===== config.mk =====
export PLATFORM = sky130hd
export DESIGN_NAME = bus_clk_sequencer
export DESIGN_NICKNAME = d
export VERILOG_FILES = /design/src/rtl/bclk_pkg.sv /design/src/rtl/bclk_req_sync.sv /design/src/rtl/bclk_startup_timer.sv /design/src/rtl/bclk_src_divider.sv /design/src/rtl/bus_clk_sequencer.sv
export SDC_FILE = /design/constraint.sdc
export NUM_CORES = 1
export LEC_CHECK = 0
export ABC_CLOCK_PERIOD_IN_PS = 2700
export CELL_PAD_IN_SITES_DETAIL_PLACEMENT = 1
export CELL_PAD_IN_SITES_GLOBAL_PLACEMENT = 1
export CORE_MARGIN = 1
export CORE_UTILIZATION = 50
export CTS_CLUSTER_SIZE = 16
export DETAILED_ROUTE_END_ITERATION = 10
export DONT_BUFFER_PORTS = 1
export PLACE_DENSITY_LB_ADDON = 0.1
export SLEW_MARGIN = 20
export SYNTH_ARGS = -nofsm -noshare
export SYNTH_HDL_FRONTEND = slang
export SYNTH_SLANG_ARGS = --single-unit

===== constraint.sdc =====
create_clock -name clk -period 2.7 [get_ports clk]
set_input_delay 0.135 -clock clk [delete_from_list [all_inputs] [get_ports clk]]
set_output_delay 0.135 -clock clk [all_outputs]
set_load 0.02 [all_outputs]

===== src/rtl/bclk_pkg.sv =====
package bclk_pkg;

  // Default configuration
  localparam int unsigned DEF_CNT_W       = 12;
  localparam int unsigned DEF_SYNC_STAGES = 2;
  localparam int unsigned DEF_DIV_STAGES  = 2;

  // Source selection encoding
  typedef enum logic {
    SRC_EXT = 1'b0,
    SRC_INT = 1'b1
  } src_e;

endpackage


===== src/rtl/bclk_req_sync.sv =====
module bclk_req_sync #(
  parameter int unsigned STAGES = bclk_pkg::DEF_SYNC_STAGES
) (
  input  logic clk,
  input  logic rst_n,
  input  logic req_in,
  output logic req_out
);

  logic [STAGES-1:0] chain_q;

  // Flops reset to "requesting" so block reset behaves as a power request
  generate
    for (genvar i = 0; i < STAGES; i++) begin : g_stage
      if (i == 0) begin : g_first
        always_ff @(posedge clk or negedge rst_n) begin
          if (!rst_n) chain_q[i] <= 1'b1;
          else        chain_q[i] <= req_in;
        end
      end else begin : g_next
        always_ff @(posedge clk or negedge rst_n) begin
          if (!rst_n) chain_q[i] <= 1'b1;
          else        chain_q[i] <= chain_q[i-1];
        end
      end
    end
  endgenerate

  assign req_out = chain_q[STAGES-1];

endmodule


===== src/rtl/bclk_startup_timer.sv =====
module bclk_startup_timer #(
  parameter int unsigned CNT_W = bclk_pkg::DEF_CNT_W
) (
  input  logic             clk,
  input  logic             rst_n,
  input  logic             req,
  output logic             done,
  output logic [CNT_W-1:0] cnt
);

  localparam logic [CNT_W-1:0] TERMINAL = {CNT_W{1'b1}};

  logic [CNT_W-1:0] cnt_q;
  logic             done_q;

  always_ff @(posedge clk or negedge rst_n) begin
    if (!rst_n) begin
      cnt_q  <= '0;
      done_q <= 1'b0;
    end else if (req) begin
      cnt_q  <= '0;
      done_q <= 1'b0;
    end else if (!done_q) begin
      if (cnt_q == TERMINAL) done_q <= 1'b1;
      else                   cnt_q  <= cnt_q + 1'b1;
    end
  end

  assign done = done_q;
  assign cnt  = cnt_q;

endmodule


===== src/rtl/bclk_src_divider.sv =====
module bclk_src_divider #(
  parameter int unsigned DIV_STAGES = bclk_pkg::DEF_DIV_STAGES
) (
  input  logic clk,
  input  logic rst_n,
  input  logic run,
  input  logic sel,
  input  logic ext_tick,
  input  logic int_tick,
  output logic bus_clk,
  output logic bus_en
);

  import bclk_pkg::*;

  localparam int unsigned TOP = DIV_STAGES - 1;

  src_e                  sel_e;
  logic                  tick;
  logic [DIV_STAGES-1:0] stg_q;
  logic [DIV_STAGES-1:0] carry;
  logic                  en_q;

  assign sel_e = src_e'(sel);
  assign tick  = (sel_e == SRC_INT) ? int_tick : ext_tick;

  // Each divide-by-two stage toggles when all stages below it are high
  generate
    for (genvar i = 0; i < DIV_STAGES; i++) begin : g_div
      if (i == 0) begin : g_c0
        assign carry[i] = tick;
      end else begin : g_cn
        assign carry[i] = carry[i-1] & stg_q[i-1];
      end

      always_ff @(posedge clk or negedge rst_n) begin
        if (!rst_n)        stg_q[i] <= 1'b0;
        else if (!run)     stg_q[i] <= 1'b0;
        else if (carry[i]) stg_q[i] <= ~stg_q[i];
      end
    end
  endgenerate

  // Strobe coincides with the first high cycle of the top stage
  always_ff @(posedge clk or negedge rst_n) begin
    if (!rst_n)    en_q <= 1'b0;
    else if (!run) en_q <= 1'b0;
    else           en_q <= carry[TOP] & ~stg_q[TOP];
  end

  assign bus_clk = stg_q[TOP];
  assign bus_en  = en_q;

endmodule


===== src/rtl/bus_clk_sequencer.sv =====
module bus_clk_sequencer #(
  parameter int unsigned CNT_W       = bclk_pkg::DEF_CNT_W,
  parameter int unsigned SYNC_STAGES = bclk_pkg::DEF_SYNC_STAGES,
  parameter int unsigned DIV_STAGES  = bclk_pkg::DEF_DIV_STAGES
) (
  input  logic clk,
  input  logic rst_n,
  input  logic por_req,
  input  logic lvi_req,
  input  logic src_sel,
  input  logic ext_tick,
  input  logic int_tick,
  output logic bus_clk,
  output logic bus_clk_en,
  output logic rst_out_n
);

  logic             req_raw;
  logic             req_s;
  logic             stretch_done;
  logic [CNT_W-1:0] stretch_cnt;
  logic             run;

  assign req_raw = por_req | lvi_req;

  bclk_req_sync #(.STAGES(SYNC_STAGES)) u_sync (
    .clk     (clk),
    .rst_n   (rst_n),
    .req_in  (req_raw),
    .req_out (req_s)
  );

  bclk_startup_timer #(.CNT_W(CNT_W)) u_timer (
    .clk   (clk),
    .rst_n (rst_n),
    .req   (req_s),
    .done  (stretch_done),
    .cnt   (stretch_cnt)
  );

  // Divider stops in the same edge that a synchronised request is seen
  assign run = stretch_done & ~req_s;

  bclk_src_divider #(.DIV_STAGES(DIV_STAGES)) u_div (
    .clk      (clk),
    .rst_n    (rst_n),
    .run      (run),
    .sel      (src_sel),
    .ext_tick (ext_tick),
    .int_tick (int_tick),
    .bus_clk  (bus_clk),
    .bus_en   (bus_clk_en)
  );

  assign rst_out_n = stretch_done;

endmodule


# [Word level (Yosys, flattened, before mapping)]
# Index checks and enable logic that the tools add are counted.
[totals] ff_bits=18 inputBits=7 output_inout_bits=3 elab_cells=33
[op_classes] addsub=1 eq_ne=5 n_mux=12 bitwise=7 n_reduce_logical=1
[op_table] cell="two-way mux 12 bit" count=3
[op_table] cell="adder 12 x 1 -> 12 bit (second input constant)" count=1
[op_table] cell="equality test 12 bit (second input constant)" count=1
[op_table] cell="two-way mux 1 bit" count=9
[op_table] cell="!= test 2 bit (second input constant)" count=4
[op_table] cell="bitwise AND 1 bit" count=3
[op_table] cell="inverter 1 bit" count=3
[op_table] cell="AND reduction 2 bit" count=1
[op_table] cell="bitwise OR 1 bit" count=1

# [Depth between registers and ports, before layout]
# Gate-level depths: netlist of the first run.
[logic_depth] ltp_word=4 depth_mapped=5 depth_no_buf=5

# [Hierarchy]
# Synthesis of the first run repeated with hierarchy kept, for this count alone.
[hier_totals] hier_cells=90 area_unflattened_um2=935.9
[modules_own_cells] module="bclk_startup_timer" instances=1 cells_each=76 area_per_inst_um2=734.5 seq_area_each_um2=325.3
[modules_own_cells] module="bclk_src_divider" instances=1 cells_each=10 area_per_inst_um2=136.4 seq_area_each_um2=75.1
[modules_own_cells] module="bclk_req_sync" instances=1 cells_each=2 area_per_inst_um2=52.6 seq_area_each_um2=52.6
[modules_own_cells] module="bus_clk_sequencer" instances=1 cells_each=2 area_per_inst_um2=12.5 seq_area_each_um2=0.0

# [Worst setup path after synthesis of the first run]
# OpenSTA, ideal clock, no wires.
[synth_timing] path_kind="reg-to-reg" startpoint="register u_timer.done_q (netlist: u_timer.done)" endpoint="register u_timer.cnt_q[9] (netlist: u_timer.cnt[9])" setup_ns=0.078 t_arrival_ns=1.476 t_required_ns=2.622 slack_ns=1.146 stages_incl_launch_ff=5 n_path_buf=0 synth_period_minus_slack_ns=1.554 path_cell_list="dfrtp_1 -> and3b_2 -> nand2_4 -> or4_1 -> a21oi_1"
[synth_between] elab_chain_len=2
[synth_lines] item="start: declaration" line="bclk_startup_timer.sv:14" rtl="logic done_q;"
[synth_lines] item="start signal: assignment" line="bclk_startup_timer.sv:19" rtl="done_q <= 1'b0;"
[synth_lines] item="start signal: assignment" line="bclk_startup_timer.sv:22" rtl="done_q <= 1'b0;"
[synth_lines] item="start signal: assignment" line="bclk_startup_timer.sv:24" rtl="if (cnt_q == TERMINAL) done_q <= 1'b1;"
[synth_lines] item="!= test 2 bit (no source line)"
[synth_lines] item="AND reduction 2 bit (no source line)"
[synth_lines] item="end signal: assignment" line="bclk_startup_timer.sv:25" rtl="else cnt_q <= cnt_q + 1'b1;"
[synth_lines] item="end: declaration" line="bclk_startup_timer.sv:13" rtl="logic [CNT_W-1:0] cnt_q;"
# No other way between the ends.
# A chain may end at the register's enable or synchronous reset.

# [Worst setup path after layout of the first run]
[layout_timing] startpoint="register u_timer.cnt_q[2] (netlist: u_timer.cnt[2])" endpoint="register u_timer.cnt_q[9] (netlist: u_timer.cnt[9])"
[layout_between] elab_chain_len=4 word_cells_on_any_way=7 classes_between="add/sub: 1; eq/ne: 2; mux: 3; reduce/logical: 1"
[layout_lines] item="adder 12 x 1 -> 12 bit" line="bclk_startup_timer.sv:25"
[layout_lines] item="two-way mux 12 bit" line="bclk_startup_timer.sv:24"
[layout_lines] item="two-way mux 12 bit" line="bclk_startup_timer.sv:23" rtl="end else if (!done_q) begin"
[layout_lines] item="two-way mux 12 bit" line="bclk_startup_timer.sv:20" rtl="end else if (req) begin"
# Several ways; a longest one is shown, not always the timed one. The select of a mux whose other input is x is not followed.

==> results of run 1 <==
## how the worst min path moves through the flow
stage | endpoint | startpoint | cells past startpoint
5_1_grt | u_div.stg_q[0] | ext_tick | 3
3_5_place_dp | u_timer.cnt[10] | rst_n | 0
6_report | u_div.stg_q[0] | ext_tick | 3
3_3_place_gp | u_timer.cnt[8] | rst_n | 0
2_1_floorplan | u_div.bus_clk | rst_n | 0
4_1_cts | u_div.stg_q[0] | ext_tick | 3
## state kept, by name (all words and copies together) (netlist names)
signal          flops
u_timer.cnt        12
u_sync.chain_q      1
u_timer.done        1
u_div.stg_q         1
u_sync.req_out      1
u_div.bus_en        1
u_div.bus_clk       1
## stage by stage
stage	utilization, %	hold WS [ns]	cell area (um2)	power (mW)
3_5_place_dp	56.9	-0.160	907	0.293
5_1_grt	61.1	0.239	973	0.481
2_1_floorplan	-	-0.161	892	0.290
3_3_place_gp	56.9	-0.160	907	0.292
4_1_cts	61.1	0.221	973	0.471
6_report	61.1	0.216	973	0.468
## routing by layer
metal	share of wire, %	GRT usage (%)	up-vias
li1	-	-	323
met3	3.3	3.67	6
met5	0	0	-
met1	46	30.8	334
met4	2.6	10.9	0
met2	48	40.0	16
## critical path: stages, from the launching register on
cell and delay [ns]:
dfrtp_1 0.46, and4_1 0.43, nand2_4 0.10, or4_1 0.52, a21oi_1 0.15
## layout by cell type, fill, tap and decap left out, types with 2 or more instances in the layout
| master | instances |
|---|---|
| clkbuf_4 | 3 |
| mux2_2 | 2 |
| a31oi_1 | 3 |
| nand2_1 | 4 |
| dlygate4sd3_1 | 3 |
| inv_1 | 4 |
| xnor2_1 | 3 |
| dfrtp_1 | 16 |
| dfstp_2 | 2 |
| nor3_1 | 4 |
| o31ai_1 | 2 |
| nor2b_1 | 2 |
| nand4_1 | 3 |
| nor2_1 | 11 |
| and4_1 | 5 |
| a21oi_1 | 3 |
## final cells by class
class,count,area share [%]
multi-input cells,60,42.0
clock buffers,4,3.73
repair buffers,3,3.08
flip-flops and latches,18,46.5
well taps,24,3.08
inverters,4,1.54
## logic make-up (layout without fill, tap and decap cells)
| group | after synthesis | in the layout | synth area share (%) |
|---|---|---|---|
| AOI/OAI and AO/OA | 15 | 15 | 12.9 |
| xor gates and xnor gates | 4 | 4 | 3.93 |
| adders and majority gates | 1 | 1 | 1.40 |
| buffers and inverters | 6 | 11 | 3.37 |
| DFF | 18 | 18 | 50.8 |
| muxes | 3 | 3 | 3.65 |
| and+or+nand+nor | 37 | 37 | 24.0 |
## power groups by stage
stage	Sequential [mW]	Clock, mW	Combinational (mW)
finish	0.278	0.173	0.0170
floorplan	0.281	0	0.00914
CTS	0.278	0.175	0.0174
global placement	0.283	0	0.00835
global route	0.279	0.182	0.0197
detailed placement	0.284	0	0.00873
## what timing repair did
action                    in CTS  in global routing
hold buffers                   3                  0
setup buffers                  0                  0
hold endpoints to repair      19                  0
==> impl_metrics.csv, run 1 <==
group,metric,value,unit
logic_synthesis,yosysTopAreaCell,"dfrtp_1",
power_and_ir_drop,cellPowerDensity,481,nW/um2
worst_setup_path,cp-end-kind,"register",
finish,diodes,0,
worst_setup_path,r2r_cells,4,
finish,nFillCells,172,
power_and_ir_drop,pwr-share-seq,59.5,%
worst_setup_path,cp-startpoint,"u_timer.cnt[2]",
clock_tree,h-tree-depth,1,
placed_design,dpl.cell_count,106,
sta,timing.final.crit_share,63.9,%
worst_setup_path,cp.arrival,1.96,ns
finish,layout-drive-gt1-share,13.5,%
logic_synthesis,synth.top_cells.by_count,"dfrtp_1, nor2_1, and4_1",
floorplanning,die_width,44.2,um
routing,ant_nets,0,
power_and_ir_drop,p_int,363,uW
finish,finalNetCount,98,
logic_synthesis,synth.avg_cell_area,10.6,um2
power_and_ir_drop,p_sw,105,uW
global_route,grt_max_degree,19,
worst_setup_path,worstPathMaxFanout,7,
logic_synthesis,synth_warnings,0,
global_route,overflow,0,
floorplanning,rows,14,
finish,finalNonFillerCells,113,
floorplanning,start_util,56.0,%
clock_tree,cts-root-buf,"clkbuf_4",
worst_setup_path,critPathKind,"reg -> reg",
worst_hold_path,hold_path_class,"in -> reg",
routing,post-route-drc-count,0,
floorplanning,die_h,44.2,um
sta,tns,0,ns
logic_synthesis,async_flop_share,100,%
finish,ff_latch_area,453,um2
global_route,grt_antenna_before_repair,0,
power_and_ir_drop,vdd_drop_max,0.492,mV
power_and_ir_drop,clkPwrFrac,36.9,%
sta,clock_skew,0.00389,ns
routing,first_iter_violations,10,
logic_synthesis,synth_cells,84,
worst_setup_path,cp_data_required_time,2.93,ns
finish,multiInputGateArea,409,um2
sta,slew_viol_final,0,
global_route,track_usage,24.0,%
placed_design,port_buffers,0,
power_and_ir_drop,switching_share,22.4,%
sta,max_slew_margin,45.1,%
logic_synthesis,synthMostInstantiatedCell,"dfrtp_1",
routing,drt_first_pass_iters,4,
routing,wl,1850,um
worst_setup_path,crit_path_start_kind,"register",
floorplanning,ioPinCount,10,
clock_tree,cts_buffers,3,
finish,syn2layout_area_growth,9.12,%
worst_setup_path,regToRegEndpoint,"u_timer.cnt[9]",
routing,vias_per_cell,6.01,
placed_design,place.gp.congestion,0.772,
routing,routedWlPerCell,16.4,um
placed_design,dpl.hpwl,1310,um
logic_synthesis,synth_flop_cell,"dfrtp_1",
logic_synthesis,synth.net_count,92,
sta,hold_viol_final,0,
clock_tree,clk_latency,0.30,ns
routing,vias,679,
sta,worst_slack,0.974,ns
clock_tree,clkTransAtPathRegs,0.11,ns
worst_setup_path,r2r-start,"u_timer.cnt[2]",
power_and_ir_drop,combPwrFrac,3.6,%
logic_synthesis,syn_area,892,um2
worst_setup_path,rrSetupSlack,0.97,ns
logic_synthesis,synth.area.top_cells,"dfrtp_1, dfstp_2, and4_1",
sta,tightestPinTransition,0.821,ns
power_and_ir_drop,p_leak,0.417,nW
clock_tree,clkSinkCount,18,
global_route,grt_pass1_vias,721,
sta,setup_viol,0,
sta,rsz0062_at_grt,"no",
worst_setup_path,crit_end,"u_timer.cnt[9]",
logic_synthesis,synth_edf_count,0,
sta,fin_crit,1.73,ns
clock_tree,cts.path.max_buffers,2,
global_route,grt_first_pass_wirelength,3330,um
clock_tree,cts_resized,0,
clock_tree,tritoncts,"yes",
floorplanning,coreArea,1590,um2
floorplanning,dieArea,1960,um2
placed_design,dpl_worst_slack,0.994,ns
logic_synthesis,synth_seq_cells,18,
logic_synthesis,synth_cell_types,34,
logic_synthesis,synth_top_area_share,44.9,%
sta,fmax,579,MHz
outcome,status,"finished clean",
logic_synthesis,yosysSeqAreaShare,50.8,%
run,cap_viol_max_count,0,
(Power assumes the default switching activity.)
==> run 2: changes to the inputs <==
--- a/config.mk
+++ b/config.mk
@@ -5,11 +5,13 @@
 export SDC_FILE = /design/constraint.sdc
 export NUM_CORES = 1
 export LEC_CHECK = 0
-export ABC_CLOCK_PERIOD_IN_PS = 2700
+export ABC_AREA = 1
+export ABC_CLOCK_PERIOD_IN_PS = 1630
 export CELL_PAD_IN_SITES_DETAIL_PLACEMENT = 1
 export CELL_PAD_IN_SITES_GLOBAL_PLACEMENT = 1
+export CORE_ASPECT_RATIO = 0.7
 export CORE_MARGIN = 1
-export CORE_UTILIZATION = 50
+export CORE_UTILIZATION = 45
 export CTS_CLUSTER_SIZE = 16
 export DETAILED_ROUTE_END_ITERATION = 10
 export DONT_BUFFER_PORTS = 1
==> constraint.sdc (replaced) <==
create_clock -name clk -period 1.63 [get_ports clk]
set_input_delay 0.0815 -clock clk [delete_from_list [all_inputs] [get_ports clk]]
set_output_delay 0.0815 -clock clk [all_outputs]
set_load 0.02 [all_outputs]
==> run 2 against run 1 <==
Net effect: routed wire length up 12%; register-to-register slack got worse by 0.83 ns; via count grew 12%; setup slack got worse by 0.83 ns; final cell count is 39% higher; clock skew grew 0.012 ns; first-iteration DRC count is 80% higher; flip-flop and latch count stayed put; synthesized cell count increased by 43%.
==> impl_metrics.csv, run 2 <==
group,metric,value,unit
outcome,status,"finished clean",
clock_tree,cts_resized,0,
sta,fin_crit,1.48,ns
sta,hold_viol_final,0,
logic_synthesis,async_flop_share,100,%
logic_synthesis,synth_warnings,0,
clock_tree,clk_latency,0.30,ns
global_route,met2_usage,32.4,%
routing,post-route-drc-count,0,
sta,clock_skew,0.0160,ns
global_route,track_usage,20.4,%
routing,ant_nets,0,
clock_tree,cts_buffers,3,
logic_synthesis,synthMostInstantiatedCell,"nand2_1",
logic_synthesis,synth_flop_cell,"dfrtp_1",
floorplanning,coreArea,1970,um2
worst_setup_path,cp-end-kind,"register",
power_and_ir_drop,cellPowerDensity,662,nW/um2
finish,finalNetCount,136,
clock_tree,clkSinkCount,18,
floorplanning,dieArea,2420,um2
clock_tree,cts.path.max_buffers,2,
finish,multiInputGateArea,500,um2
power_and_ir_drop,total_power,725,uW
routing,vias,760,
worst_setup_path,cp_data_required_time,1.81,ns
power_and_ir_drop,p_leak,0.496,nW
power_and_ir_drop,p_int,561,uW
logic_synthesis,synth_cell_types,23,
clock_tree,clkTransAtPathRegs,0.11,ns
sta,tightestPinTransition,0.844,ns
global_route,grt_max_degree,19,
worst_setup_path,crit_path_start_kind,"register",
floorplanning,die_width,58.4,um
floorplanning,die_h,41.5,um
floorplanning,start_util,50.9,%
worst_hold_path,hold_path_class,"in -> reg",
finish,finalNonFillerCells,157,
sta,rsz0062_at_grt,"no",
finish,final_common_cell,"nand2_1",
sta,worst_slack,0.146,ns
global_route,grt_antenna_before_repair,0,
global_route,grt_pass1_vias,810,
power_and_ir_drop,p_sw,165,uW
finish,largest_reg_flops,12,
logic_synthesis,synth.avg_cell_area,8.35,um2
logic_synthesis,synth.area.top_cells,"dfrtp_1, nand2_1, o21ai_2",
power_and_ir_drop,combPwrFrac,5.1,%
routing,wl,2080,um
finish,fin_util,55.7,%
global_route,met3_usage,6.54,%
routing,vias_per_cell,4.84,
clock_tree,cts-root-buf,"clkbuf_4",
sta,hold_ws,0.0350,ns
power_and_ir_drop,vdd_drop_max,0.433,mV
routing,drt_first_pass_iters,4,
sta,setup_viol,0,
logic_synthesis,synth_cells,120,
power_and_ir_drop,pwr-share-seq,63.0,%
finish,nFillCells,251,
finish,ff_latch_area,453,um2
placed_design,dpl-instance-area,1040,um2
logic_synthesis,synth.top_cells.by_count,"nand2_1, dfrtp_1, inv_1",
global_route,grt_first_pass_wirelength,3680,um
global_route,overflow,0,
global_route,top_usage_layer,"met2",
clock_tree,h-tree-depth,1,
sta,max_slew_margin,43.5,%
power_and_ir_drop,switching_share,22.7,%
sta,tns,0,ns
worst_setup_path,worstPathMaxFanout,5,
finish,layout-drive-gt1-share,19.7,%
finish,diodes,0,
worst_setup_path,critPathKind,"reg -> reg",
placed_design,dpl.cell_count,150,
logic_synthesis,synth_edf_count,0,
finish,fin_area,1100,um2
routing,first_iter_violations,18,
sta,fmax,674,MHz
floorplanning,ioPinCount,10,
finish,syn2layout_area_growth,9.36,%
logic_synthesis,yosysSeqAreaShare,45.2,%
placed_design,dpl_worst_slack,0.154,ns
logic_synthesis,syn_area,1000,um2
worst_setup_path,cp.arrival,1.67,ns
floorplanning,rows,13,
placed_design,port_buffers,0,
logic_synthesis,synth_seq_cells,18,
placed_design,dpl.hpwl,1550,um
logic_synthesis,synth_top_area_share,40.0,%
placed_design,place.gp.congestion,0.790,
logic_synthesis,synth.net_count,128,
logic_synthesis,yosysTopAreaCell,"dfrtp_1",
sta,timing.final.crit_share,91.1,%
power_and_ir_drop,clkPwrFrac,31.9,%
global_route,globalRouteMet1Util,27.8,%
finish,layout_common_cells,"nand2_1, dfrtp_1, inv_1, nor2_1, o21ai_2",
clock_tree,tritoncts,"yes",
sta,slew_viol_final,0,
run,cap_viol_max_count,0,
routing,routedWlPerCell,13.2,um
run 2: changes by cell type in the layout (fill, tap and decap cells not counted), moves of 5 or more:
cell     previous run  this run
and4_1              5         0
inv_1               4        12
nand2_1             4        40
nand3_1             1         6
o21ai_2             0         8
run 2: logic make-up after synthesis:
family | count (synthesis) | synth area share (%)
adder cells (fa/ha/maj) | 1 | 1.25
XOR/XNOR | 6 | 5.24
buffers and inverters | 13 | 4.87
AND/OR/NAND/NOR | 71 | 34.5
flip-flops | 18 | 45.2
AO/OA/AOI/OAI | 11 | 8.99
run 2: final cells by class:
type / instances / share of cell area [%]
inverters: 13 / 4.45
flip-flops and latches: 18 / 41.3
multi-input cells: 89 / 45.7
repair buffers: 3 / 2.74
well taps: 30 / 3.42
clock buffers: 4 / 2.40
run 2: path summary, 6_finish.rpt:
check	slack, ns	depth (start not counted)	end	startpoint
worst max-delay path	0.15	9	u_timer.cnt[11]	u_timer.cnt[0]
worst min-delay path	0.03	3	u_div.stg_q[0]	src_sel
worst max register to register	0.15	9	u_timer.cnt[11]	u_timer.cnt[0]
worst min register to register	0.36	0	u_sync.req_out	u_sync.chain_q[0]
max in group asynchronous	0.77	1	u_timer.cnt[4]	rst_n
min in group asynchronous	0.32	1	u_timer.cnt[10]	rst_n
run 2: what timing repair did:
item                      in CTS  in global routing
buffers inserted               0                  0
hold endpoints to repair      19                  0
hold buffers                   3                  0
run 2: worst max-delay path, stage by stage, from the launching register on:
cell	delay, ns
dfrtp_1	0.44
ha_1	0.25
nand2_2	0.13
nor2_4	0.06
nand2_1	0.09
nor2_1	0.05
nor2_1	0.18
nand2_1	0.08
nand2_1	0.07
nand2_1	0.05
run 2: power by group through the flow:
stage                     sequential, mW  clock (mW)  combinational (mW)
after floorplan                    0.465           0              0.0191
after detailed placement           0.466           0              0.0235
final                              0.457       0.231              0.0370
after global routing               0.458       0.267              0.0432
after CTS                          0.457       0.244              0.0380
after global placement             0.465           0              0.0229
run 2: metal layers:
| layer | wire, um | part of all wire, % | vias to the layer above |
|---|---|---|---|
| li1 | - | - | 389 |
| met1 | 996 | 48 | 357 |
| met2 | 992 | 48 | 12 |
| met3 | 77 | 3.7 | 2 |
| met4 | 13 | 0.63 | 0 |
| met5 | 0 | 0 | - |
==> run 3: changes to the inputs <==
--- a/config.mk
+++ b/config.mk
@@ -5,13 +5,12 @@
 export SDC_FILE = /design/constraint.sdc
 export NUM_CORES = 1
 export LEC_CHECK = 0
-export ABC_AREA = 1
 export ABC_CLOCK_PERIOD_IN_PS = 1630
 export CELL_PAD_IN_SITES_DETAIL_PLACEMENT = 1
 export CELL_PAD_IN_SITES_GLOBAL_PLACEMENT = 1
 export CORE_ASPECT_RATIO = 0.7
 export CORE_MARGIN = 1
-export CORE_UTILIZATION = 45
+export CORE_UTILIZATION = 47
 export CTS_CLUSTER_SIZE = 16
 export DETAILED_ROUTE_END_ITERATION = 10
 export DONT_BUFFER_PORTS = 1
==> run 3 against run 2 <==
Net effect: worst hold slack improved by 0.14 ns; sequential power grew 1%; final area decreased by 3.3%; flip-flop and latch count unchanged; critical path depth shrank 5; sequential share of layout area grew 1.4 points; combinational power shrank 19%; first-iteration DRC count shrank 39%; non-clock buffer count up 11; clock power down 3%; die area shrank 14%; critical endpoint is now u_timer.cnt[9].
==> impl_metrics.csv, run 3 (same netlist as run 1, synthesis figures left out) <==
group,metric,value,unit
global_route,grt_pass1_vias,699,
finish,largest_reg_flops,12,
routing,first_iter_violations,11,
worst_setup_path,cp-end-kind,"register",
power_and_ir_drop,p_leak,0.471,nW
outcome,status,"finished clean",
finish,fin_area,1060,um2
routing,routedWlPerCell,16.6,um
clock_tree,tritoncts,"yes",
placed_design,dpl.cell_count,112,
global_route,track_usage,24.9,%
global_route,grt_max_degree,19,
global_route,overflow,0,
floorplanning,die_h,38.5,um
sta,hold_viol_final,0,
floorplanning,dieArea,2080,um2
routing,vias,707,
finish,finalNonFillerCells,121,
finish,nFillCells,194,
floorplanning,die_width,54.1,um
sta,fmax,625,MHz
worst_hold_path,hold_path_class,"in -> reg",
clock_tree,clkSinkCount,18,
routing,wl,2000,um
sta,slew_viol_final,0,
worst_setup_path,critPathKind,"reg -> reg",
sta,timing.final.crit_share,98.1,%
clock_tree,cts.path.max_buffers,2,
clock_tree,clkTransAtPathRegs,0.09,ns
sta,tns,0,ns
worst_setup_path,crit_path_start_kind,"register",
finish,fin_util,63.0,%
clock_tree,clk_latency,0.29,ns
clock_tree,cts-root-buf,"clkbuf_4",
power_and_ir_drop,vdd_drop_max,0.512,mV
routing,post-route-drc-count,0,
sta,fin_crit,1.60,ns
placed_design,dpl.hpwl,1430,um
global_route,grt_antenna_before_repair,0,
clock_tree,cts_buffers,3,
floorplanning,ioPinCount,10,
finish,layout_common_cells,"dfrtp_1, nor2_1, buf_4, and4_1",
floorplanning,coreArea,1680,um2
worst_setup_path,crit_slowest_cell,"or4_4",
sta,hold_ws,0.173,ns
power_and_ir_drop,cellPowerDensity,675,nW/um2
run,cap_viol_max_count,0,
placed_design,dpl-instance-area,971,um2
sta,clock_skew,0.00318,ns
placed_design,place.gp.congestion,0.850,
routing,vias_per_cell,5.84,
worst_setup_path,cp.arrival,1.83,ns
finish,syn2layout_area_growth,18.8,%
finish,finalNetCount,109,
worst_setup_path,worst_path_most_repeated_cell,"and4_1",
placed_design,port_buffers,0,
worst_setup_path,path_cells,"and4_1 -> and4_1 -> or4_4 -> a21oi_2",
worst_setup_path,worstPathMaxFanout,5,
worst_setup_path,cp_data_required_time,1.86,ns
finish,layout-drive-gt1-share,27.0,%
sta,tightestPinTransition,0.787,ns
global_route,grt_first_pass_wirelength,3370,um
floorplanning,rows,12,
sta,setup_viol,0,
floorplanning,start_util,53.1,%
routing,ant_nets,0,
worst_setup_path,cp_slowest_stage_delay,0.50,ns
sta,max_slew_margin,47.4,%
routing,drt_first_pass_iters,4,
clock_tree,h-tree-depth,1,
finish,diodes,0,
finish,final_common_cell,"dfrtp_1",
==> run 3: cell types whose count changed in the layout (fill, tap and decap cells not counted), sizes merged, moves of 3 or more <==
cell | before | now
a21oi | 0 | 3
a31oi | 0 | 3
and4 | 0 | 5
buf | 0 | 11
inv | 13 | 4
nand2 | 43 | 5
nand3 | 9 | 1
nor2 | 15 | 11
o21ai | 9 | 0
==> run 3: final timing paths <==
kind / start / end / slack [ns] / cells after the start
worst max-delay path: u_timer.cnt[6] / u_timer.cnt[9] / 0.03 / 4
worst min-delay path: ext_tick / u_div.stg_q[0] / 0.17 / 3
worst max register to register: u_timer.cnt[6] / u_timer.cnt[9] / 0.03 / 4
worst min register to register: u_sync.chain_q[0] / u_sync.req_out / 0.36 / 0
max in group asynchronous: rst_n / u_timer.cnt[8] / 0.83 / 1
min in group asynchronous: rst_n / u_div.bus_en / 0.30 / 1
==> run 3: worst max-delay path, delay by kind of cell (launching register included) <==
| family | cells | cell delay, ns |
|---|---|---|
| AO/OA/AOI/OAI | 1 | 0.14 |
| flip-flops | 1 | 0.43 |
| AND/OR/NAND/NOR | 3 | 0.97 |
==> run 3: metrics by stage <==
stage / setup slack (ns) / power [mW]
6_report: 0.0309 / 0.715
5_1_grt: -0.0149 / 0.750
4_1_cts: 0.00688 / 0.729
3_5_place_dp: 0.00762 / 0.485
3_3_place_gp: 0.104 / 0.484
2_1_floorplan: 0.0759 / 0.480
==> run 3: final cells by class <==
cell class | instances | area, um2 | share of cell area [%]
multi-input combinational | 60 | 427 | 40.3
tap | 21 | 26.3 | 2.48
timing repair buffer | 14 | 113 | 10.6
inverter | 4 | 15.0 | 1.42
clock buffer | 4 | 26.3 | 2.48
sequential | 18 | 453 | 42.7
==> run 3: power breakdown <==
part | switching [mW] | internal, mW | leakage [nW]
Sequential | 0.00852 | 0.453 | 0.244
Combinational | 0.0169 | 0.0129 | 0.212
Clock | 0.129 | 0.0953 | 0.0150
Total | 0.154 | 0.561 | 0.471
==> run 3: timing repair <==
action	in CTS	in global routing
setup endpoints to repair	0	4
hold endpoints to repair	19	0
hold buffers	3	0
gates resized for setup	0	5
buffers inserted	0	2
==> run 3: metal layers <==
layer	vias to the layer above	GRT usage (%)	routed length (um)	share of wire, %
li1	346	-	-	-
met1	345	33.5	1050	52
met2	11	36.7	862	43
met3	5	8.33	62	3.1
met4	0	9.62	31	1.5
met5	-	0	0	0
